<file path="config.mk">
export PLATFORM = sky130hd
export DESIGN_NAME = fp32_adder
export DESIGN_NICKNAME = d
export VERILOG_FILES = /design/src/rtl/fp32_adder.sv
export SDC_FILE = /design/constraint.sdc
export NUM_CORES = 1
export LEC_CHECK = 0
export CAP_MARGIN = 5
export CORE_MARGIN = 2
export CORE_UTILIZATION = 50
export DETAILED_ROUTE_END_ITERATION = 6
export HOLD_SLACK_MARGIN = 0.08
export PLACE_DENSITY_LB_ADDON = 0.2
export SLEW_MARGIN = 30
export SYNTH_ARGS = -nofsm -noshare
export SYNTH_HDL_FRONTEND = slang
export SYNTH_SLANG_ARGS = --single-unit
</file>
<file path="constraint.sdc">
create_clock -name clk -period 14.8 [get_ports clk]
set_input_delay 2.96 -clock clk [delete_from_list [all_inputs] [get_ports clk]]
set_output_delay 2.96 -clock clk [all_outputs]
set_load 0.01 [all_outputs]
</file>
<file path="src/rtl/fp32_adder.sv">
module fp32_adder #(
  parameter int EW = 8,
  parameter int FW = 23
) (
  input  logic              clk,
  input  logic              rst,
  input  logic              in_valid,
  input  logic [EW+FW:0]    in_a,
  input  logic [EW+FW:0]    in_b,
  output logic              out_valid,
  output logic [EW+FW:0]    out_sum,
  output logic              out_ovf,
  output logic              out_unf
);
  localparam int MW = FW + 1;
  localparam int XW = MW + 3;
  localparam int LW = $clog2(XW + 1);
  localparam int SW = EW + 2;
  localparam logic [EW-1:0] EMAX = '1;

  logic           a_big;
  logic [EW+FW:0] big, sml;
  logic [MW-1:0]  mb, ms;
  logic [EW-1:0]  diff;
  logic [XW-1:0]  ms_x, al;
  logic           lost;
  logic [XW:0]    sum;

  assign a_big = in_a[EW+FW-1:0] >= in_b[EW+FW-1:0];
  assign big   = a_big ? in_a : in_b;
  assign sml   = a_big ? in_b : in_a;
  assign mb    = (big[EW+FW-1:FW] != '0) ? {1'b1, big[FW-1:0]} : '0;
  assign ms    = (sml[EW+FW-1:FW] != '0) ? {1'b1, sml[FW-1:0]} : '0;
  assign diff  = big[EW+FW-1:FW] - sml[EW+FW-1:FW];
  assign ms_x  = {ms, 3'b000};

  always_comb begin
    if (diff >= EW'(XW)) begin
      al   = '0;
      lost = |ms;
    end else begin
      al   = ms_x >> diff;
      lost = |(ms_x & ((XW'(1) << diff) - XW'(1)));
    end
  end

  assign sum = (big[EW+FW] ^ sml[EW+FW])
             ? {1'b0, mb, 3'b000} - {1'b0, al[XW-1:1], al[0] | lost}
             : {1'b0, mb, 3'b000} + {1'b0, al[XW-1:1], al[0] | lost};

  logic          v1, sg1;
  logic [EW-1:0] e1;
  logic [XW:0]   s1;

  always_ff @(posedge clk) begin
    if (rst) begin
      v1 <= 1'b0;
      sg1 <= 1'b0;
      e1 <= '0;
      s1 <= '0;
    end else begin
      v1 <= in_valid;
      sg1 <= big[EW+FW];
      e1 <= big[EW+FW-1:FW];
      s1 <= sum;
    end
  end

  logic [LW-1:0]        lz;
  logic [XW-1:0]        nrm;
  logic signed [SW-1:0] e_n, e_r;
  logic                 up, zero, ovf, unf;
  logic [MW:0]          rm;
  logic [FW-1:0]        frac;
  logic [EW+FW:0]       res;

  always_comb begin
    lz = LW'(XW);
    for (int i = 0; i < XW; i++)
      if (s1[i]) lz = LW'(XW - 1 - i);
  end

  always_comb begin
    if (s1[XW]) begin
      nrm = {s1[XW:2], s1[1] | s1[0]};
      e_n = $signed({2'b00, e1}) + SW'(1);
    end else begin
      nrm = s1[XW-1:0] << lz;
      e_n = $signed({2'b00, e1}) - $signed(SW'(lz));
    end
  end

  assign up   = nrm[2] & (nrm[1] | nrm[0] | nrm[3]);
  assign rm   = {1'b0, nrm[XW-1:3]} + (MW+1)'(up);
  assign e_r  = e_n + $signed(SW'(rm[MW]));
  assign frac = rm[MW] ? rm[MW-1:1] : rm[FW-1:0];
  assign zero = (s1 == '0);
  assign ovf  = !zero && (e_r >= $signed(SW'(EMAX)));
  assign unf  = !zero && (e_r <= $signed(SW'(0)));

  always_comb begin
    if (zero)     res = '0;
    else if (ovf) res = {sg1, EMAX, {FW{1'b0}}};
    else if (unf) res = {sg1, {(EW+FW){1'b0}}};
    else          res = {sg1, e_r[EW-1:0], frac};
  end

  always_ff @(posedge clk) begin
    if (rst) begin
      out_valid <= 1'b0;
      out_sum <= '0;
      out_ovf <= 1'b0;
      out_unf <= 1'b0;
    end else begin
      out_valid <= v1;
      out_sum <= res;
      out_ovf <= v1 & ovf;
      out_unf <= v1 & unf;
    end
  end

  p_latency_r1: assert property (@(posedge clk) disable iff (rst)
    in_valid |-> ##2 out_valid);
  p_norm_lead_r3: assert property (@(posedge clk) disable iff (rst)
    (v1 && s1 != '0) |-> nrm[XW-1]);
  p_ovf_inf_r8: assert property (@(posedge clk) disable iff (rst)
    (out_valid && out_ovf) |-> (out_sum[EW+FW-1:FW] == EMAX && out_sum[FW-1:0] == '0 && !out_unf));
  p_unf_zero_r9: assert property (@(posedge clk) disable iff (rst)
    (out_valid && out_unf) |-> (out_sum[EW+FW-1:0] == '0));
  p_flags_idle_r9: assert property (@(posedge clk) disable iff (rst)
    !out_valid |-> (!out_ovf && !out_unf));
  p_exp_range_r2: assert property (@(posedge clk) disable iff (rst)
    (out_valid && !out_ovf && !out_unf && out_sum[EW+FW-1:0] != '0)
      |-> (out_sum[EW+FW-1:FW] != '0 && out_sum[EW+FW-1:FW] != EMAX));
endmodule

</file>
==> impl_metrics.ini, run 1 <==
[sta]
fin_worst_skew_ns = 0.00938
min_period_over_period = 0.832
final_max_slew_viol_count = 0
finalSetupViolCount = 0
setup_tns_ns = 0
slew_headroom = 0.366
final-hold-violation-count = 0
grt_setup_unrepaired = false
min_period_ns = 12.32
fmax_mhz = 81.2
worst_pin_slew_ns = 0.950

[power_and_ir_drop]
peakVddDrop_mv = 0.0581
p_leak_uw = 0.00553
power.density_mw_per_mm2 = 124

[drt]
wl_per_cell_um = 21.7
viasPerCell = 6.56
dr.pass1.iters = 6
drcViolationCount = 0
vias = 13513
drt-initial-drc-count = 1382
final_antenna_net_count = 0
finalWirelength_um = 44700

[placement]
hpwl_um = 35100
gp_congestion = 1.04
port-buffer-count = 101

[die]
rows = 56
io_pins = 102
dieArea_mm2 = 0.0252
die-height_um = 159
core_region_area_mm2 = 0.0235
die_w_um = 159
start_util = 0.511

[critical_path]
r2r_setup_slack_ns = 6.40
arrival_ns = 12.59
endpoint_kind = flip-flop
cp_max_fo = 71
crit_top_cell = a21oi_1
cpPeakStageDelay_ns = 0.68
critPathLaunchType = primary input
slowest_stage = nand2_1
critical_path_class = in -> reg
cp.required_ns = 15.07

[global_routing]
grt_pass1_vias = 12337
antenna_found_initial = 0
track_usage = 0.345
grt_pass1_wl_um = 70200
grt-ovfl-total = 0
grt_max_degree = 72

[clock_network]
hold_buffers = 0
cts_setup_buffers = 0
cts_tree = yes
clkLatencyLatePin_ns = 0.34
cts_made_buffers = 9
cts_max_path_buffers = 2
cts_resized = 0
clkSinkCount = 73
clockRootBuffer = clkbuf_16
htreeDepth = 3
clk_pin_slew_ns = 0.06

[worst_hold_path]
hp-class = reg -> reg

[logic_synthesis]
synth_top_area_frac = 0.122
ys_seq_elements = 73
syn_area_per_cell_um2 = 7.07
synth_edf_count = 0
ys_seq_area_frac = 0.122
synth-async-reset-ratio = 0
synth_top_cells_by_area = dfxtp_1, ha_1, nand2_1, a21oi_1, mux4_2
synth_top_area_cell = dfxtp_1
synth_cell_types = 108
synth_commonest_cells = nand2_1, nor2_1, a21oi_1
syn_area_mm2 = 0.0120
synthFlopType = dfxtp_1
yosysMostFrequentCell = nand2_1
syn_nets = 1855
synthCells = 1696
yosysWarnings = 0

[layout]
area_delta_synth_final_pct = 11.6
diodes = 0
fin_util = 0.570
drive_above_1_share = 0.0810
nets = 1894

[flow_run]
drv_cap = 0

[outcome]
status = finished clean
[through the flow]
step	setup slack (ns)	instances	total power [uW]	area (um2)	hold WS [ns]
3_3_place_gp	2.64	2043	1420	13100	0.413
5_1_grt	1.74	2059	1770	13400	0.462
4_1_cts	2.75	2059	1630	13400	0.440
6_report	2.48	2059	1660	13400	0.433
2_1_floorplan	3.65	1696	1090	12000	0.406
3_5_place_dp	2.46	2043	1420	13100	0.425
[routing by layer]
| layer | track usage | vias up | share of wire |
|---|---|---|---|
| met5 | 0 | - | 0 |
| met4 | 0.0984 | 0 | 0.030 |
| met3 | 0.0739 | 94 | 0.10 |
| met2 | 0.542 | 742 | 0.44 |
| met1 | 0.475 | 6376 | 0.43 |
| li1 | - | 6301 | - |
[report_power, final]
part | total, uW | internal (uW) | switching (uW)
Clock | 200 | 114 | 86.0
Sequential | 292 | 243 | 48.5
Combinational | 1170 | 447 | 720
[area by class of cell]
type	instances	area [um2]
Clock buffer	10	229
Sequential cell	73	1460
Inverter	111	417
Tap cell	319	399
Fill cell	2309	10100
Multi-Input combinational cell	1417	9650
Timing Repair Buffer	123	1180
Clock inverter	6	42.5
[state kept, by name (all words and copies together), names as in the netlist]
| signal | flops |
|---|---|
| out_sum | 32 |
| v1 | 1 |
| sg1 | 1 |
| out_ovf | 1 |
| s1 | 28 |
| out_valid | 1 |
| e1 | 8 |
| out_unf | 1 |
[path summary, 6_finish.rpt]
| kind | start | to | cells after the start |
|---|---|---|---|
| setup / recovery | in_b[6] | s1[27] | 42 |
| hold / removal | sg1 | out_sum[31] | 1 |
| hold reg to reg | sg1 | out_sum[31] | 1 |
| setup reg to reg | s1[2] | out_sum[18] | 31 |
[cells in the final DEF (no fill, tap or decap), types with 17 or more instances in the layout]
master and instances:
a211oi_1 24, a21oi_1 153, a31oi_1 24, and2_1 18, and3_1 19, buf_4 22, clkdlybuf4s50_1 101, dfxtp_1 73
ha_1 90, inv_1 107, mux2i_1 40, mux4_2 32, nand2_1 229, nand2b_1 23, nand3_1 44, nand4_1 21
nor2_1 159, nor2b_1 24, nor3_1 36, nor4_1 25, o211ai_1 21, o21ai_0 115, o31ai_1 17, xnor2_1 39
[critical path: cells and delay by family]
kind | cells | cell delay, ns
AOI/OAI and AO/OA | 24 | 5.37
and+or+nand+nor | 9 | 2.07
adders and majority gates | 4 | 1.12
buffers and inverters | 4 | 0.76
muxes | 1 | 0.27
[cells by family (layout without fill, tap and decap cells)]
family          Yosys count  count (layout)  share of synthesized area
mux                      87              87                      0.108
compound gates          530             530                      0.293
fa+ha+maj                92              92                     0.0973
xor+xnor                 57              57                     0.0417
simple gates            651             651                      0.264
flops                    73              73                      0.122
buf+inv                 206             250                     0.0754
Note: power is estimated with default switching activity, not from simulation.
==> run 2: changes to the inputs <==
clock period = 11.65 ns   (was 14.8 ns; I/O delays follow)
==> impl_metrics.ini, run 2 (synthesis gave the netlist of run 1 again) <==
[drt]
drt-initial-drc-count = 1572
vias = 13483
dr.pass1.iters = 7
drcViolationCount = 0
viasPerCell = 6.53
wl_per_cell_um = 20.7
finalWirelength_um = 42800
final_antenna_net_count = 0

[layout]
diodes = 0
mostFrequentLayoutCells = nand2_1, nor2_1, a21oi_1, o21ai_0, inv_1
top_regs = out_sum x32, s1 x28, e1 x8
multi_input_area_mm2 = 0.00964
top_register = out_sum
fillers = 2288
final_common_cell = nand2_1
register_area_mm2 = 0.00146
largest_register_ffs = 32
drive_above_1_share = 0.0841
area_delta_synth_final_pct = 12.0
nets = 1901
fin_util = 0.572

[global_routing]
grt_pass1_wl_um = 67400
antenna_found_initial = 0
grt_max_degree = 71
track_usage = 0.329
grt_pass1_vias = 12246
grt-ovfl-total = 0

[clock_network]
cts_setup_buffers = 0
cts_tree = yes
clk_pin_slew_ns = 0.06
clkSinkCount = 73
cts_made_buffers = 9
hold_buffers = 0
cts_max_path_buffers = 2
clockRootBuffer = clkbuf_16
htreeDepth = 3
cts_resized = 0
clkLatencyLatePin_ns = 0.34

[sta]
grt_setup_unrepaired = false
final-hold-violation-count = 0
min_period_over_period = 0.939
finalSetupViolCount = 0
min_period_ns = 10.94
fin_worst_skew_ns = 0.0107
setup_tns_ns = 0
fmax_mhz = 91.4
final_max_slew_viol_count = 0
worst_pin_slew_ns = 0.996
slew_headroom = 0.336

[placement]
gp_congestion = 1.06
hpwl_um = 33900
port-buffer-count = 101

[power_and_ir_drop]
p_leak_uw = 0.00556
power.density_mw_per_mm2 = 156
p_total_uw = 2090
peakVddDrop_mv = 0.0850

[critical_path]
arrival_ns = 11.20
critPathLaunchType = primary input
slowest_stage = or3_1
crit_top_cell = a21oi_1
endpoint_kind = flip-flop
cp.required_ns = 11.91
cpPeakStageDelay_ns = 0.59
cp_max_fo = 7
critical_path_class = in -> reg

[die]
die_w_um = 159
core_region_area_mm2 = 0.0235
start_util = 0.511
dieArea_mm2 = 0.0252
die-height_um = 159
rows = 56
io_pins = 102

[worst_hold_path]
hp-class = reg -> reg

[flow_run]
drv_cap = 0

[outcome]
status = finished clean
[run 2: metal layers]
layer	vias up	wire (um)	GRT usage
met3	96	4550	0.0671
met4	0	1390	0.108
li1	6298	-	-
met1	6332	18500	0.461
met2	757	18500	0.503
met5	-	0	0
[run 2: metrics by stage]
stage	hold slack (ns)	area [um2]	cells	setup WS, ns
floorplan	0.406	12000	1696	1.13
global placement	0.411	13100	2050	0.749
detailed placement	0.417	13100	2050	0.689
CTS	0.432	13400	2066	0.984
global route	0.467	13400	2066	0.0398
finish	0.430	13400	2066	0.712
[run 2: area by class of cell]
cell class | count | share of cell area
multi-input combinational | 1417 | 0.719
sequential | 73 | 0.109
timing repair buffer | 130 | 0.0916
inverter | 111 | 0.0310
tap | 319 | 0.0297
clock buffer | 10 | 0.0171
clock inverter | 6 | 0.00317
[run 2: worst paths after layout]
check	start	to	slack, ns	cells after the start
worst max-delay path	in_b[9]	s1[27]	0.71	42
worst min-delay path	sg1	out_sum[31]	0.43	1
worst max register to register	s1[9]	out_sum[18]	2.75	25
worst min register to register	sg1	out_sum[31]	0.43	1
[run 2: report_power, final]
group          switching, uW  total, uW  internal, uW  leakage, uW
combinational            904       1480           572      0.00483
clock                    106        250           144     0.000129
sequential              56.3        366           309     0.000604
total                   1070       2090          1030      0.00556
[run 2: worst max-delay path: cells and delay by family]
family	cells	cell delay, ns
fa+ha+maj	4	1.10
buf+inv	4	0.78
mux	1	0.15
simple gates	9	1.65
xor+xnor	1	0.20
compound gates	23	4.96
==> run 3: changes to the inputs <==
CELL_PAD_IN_SITES_DETAIL_PLACEMENT = 1   (was unset)
CELL_PAD_IN_SITES_GLOBAL_PLACEMENT = 1   (was unset)
CORE_UTILIZATION = 44   (was 50)
==> impl_metrics.ini, run 3 (synthesis gave the netlist of run 1 again) <==
[layout]
mostFrequentLayoutCells = nand2_1, nor2_1, a21oi_1, o21ai_0, inv_1
final_common_cell = nand2_1
fillers = 3425
largest_register_ffs = 32
area_delta_synth_final_pct = 13.0
diodes = 0
top_register = out_sum
nets = 1906
top_regs = out_sum x32, s1 x28, e1 x8
drive_above_1_share = 0.0879
fin_util = 0.504

[sta]
min_period_over_period = 0.944
finalSetupViolCount = 0
final_max_slew_viol_count = 0
min_period_ns = 10.99
final-hold-violation-count = 0
grt_setup_unrepaired = false
setup_tns_ns = 0
worst_pin_slew_ns = 0.955
fin_worst_skew_ns = 0.0151
fmax_mhz = 91.0
slew_headroom = 0.364

[outcome]
status = finished clean

[drt]
viasPerCell = 6.58
vias = 13769
drcViolationCount = 0
wl_per_cell_um = 24.2
finalWirelength_um = 50600
final_antenna_net_count = 0
drt-initial-drc-count = 1150
dr.pass1.iters = 7

[worst_hold_path]
worstHoldPathCells = 1
hp-class = reg -> reg
holdPathEnd = out_sum[31]
holdCritStartpoint = sg1

[global_routing]
track_usage = 0.352
antenna_found_initial = 0
grt_max_degree = 71
grt_pass1_vias = 13748
grt-ovfl-total = 0
grt_pass1_wl_um = 79600

[critical_path]
worst-r2r-cell-count = 31
cp_max_fo = 24
endpoint_kind = flip-flop
crit_top_cell = a21oi_1
arrival_ns = 11.23
critical_path_class = in -> reg
cp.required_ns = 11.88
slowest_stage = a2111oi_1
r2r_setup_slack_ns = 2.81
critPathLaunchType = primary input
cpPeakStageDelay_ns = 0.67
r2r-start = s1[2]
reg2reg_to = out_sum[18]

[clock_network]
cts_made_buffers = 9
clkSinkCount = 73
clkLatencyLatePin_ns = 0.35
htreeDepth = 3
clockRootBuffer = clkbuf_16
cts_max_path_buffers = 2
hold_buffers = 0
clk_pin_slew_ns = 0.06
cts_tree = yes

[die]
die_w_um = 169
start_util = 0.446
core_region_area_mm2 = 0.0269
dieArea_mm2 = 0.0286
io_pins = 102
rows = 60
die-height_um = 169

[placement]
gp_congestion = 0.979
hpwl_um = 40100
port-buffer-count = 101

[power_and_ir_drop]
peakVddDrop_mv = 0.0710
power.density_mw_per_mm2 = 162
p_leak_uw = 0.00561
p_total_uw = 2200

[flow_run]
drv_cap = 0
## run 3: cell count changes in the layout (fill, tap and decap cells not counted), sizes merged
cell and delta:
buf +5, bufinv +1, clkinv -1, clkinvlp -1, inv +1
## run 3: timing repair
item                                    4_1_cts  5_1_grt
resized for setup                             0        5
endpoints found under the setup margin        0        6
setup buffers                                 0        1
## run 3: final cells by class
type                            instances  area [um2]  share of cell area
Clock buffer                           10         239              0.0177
Clock inverter                          6        72.6             0.00536
Inverter                              111         417              0.0308
Multi-Input combinational cell       1417        9650               0.713
Sequential cell                        73        1460               0.108
Tap cell                              341         427              0.0315
Timing Repair Buffer                  135        1270              0.0935
## run 3: power breakdown
| group | internal (uW) | switching (uW) | leakage (uW) | total [uW] |
|---|---|---|---|---|
| sequential | 309 | 62.4 | 0.000604 | 372 |
| combinational | 578 | 949 | 0.00485 | 1530 |
| clock | 174 | 122 | 0.000150 | 297 |
## run 3: layer usage
metal / GRT usage / routed length, um
met2: 0.608 / 24100
met3: 0.0381 / 3350
met4: 0.133 / 1980
met5: 0 / 0
met1: 0.452 / 21200
## run 3: through the flow
step / worst slack, ns / hold slack [ns] / instances / cell area (um2)
after floorplan: 1.13 / 0.406 / 1696 / 12000
after global placement: 0.458 / 0.412 / 2076 / 13200
after detailed placement: 0.185 / 0.413 / 2076 / 13200
after CTS: 0.502 / 0.427 / 2092 / 13500
after global routing: 0.0173 / 0.444 / 2093 / 13500
final: 0.655 / 0.425 / 2093 / 13500
## run 3: worst max path at each step
stage,startpoint,end,slack [ns],cells past startpoint
after CTS,in_b[6],s1[27],0.50,42
after floorplan,in_b[25],s1[27],1.13,48
after global routing,in_b[27],s1[27],0.02,42
after global placement,in_b[8],s1[25],0.46,42
final,in_b[6],s1[22],0.66,41
after detailed placement,in_b[6],s1[27],0.19,42
## run 3: critical path, delay by kind of cell
kind / cells / cell delay, ns
buf+inv: 3 / 0.99
mux: 2 / 0.53
compound gates: 24 / 4.89
fa+ha+maj: 3 / 0.95
simple gates: 9 / 1.54
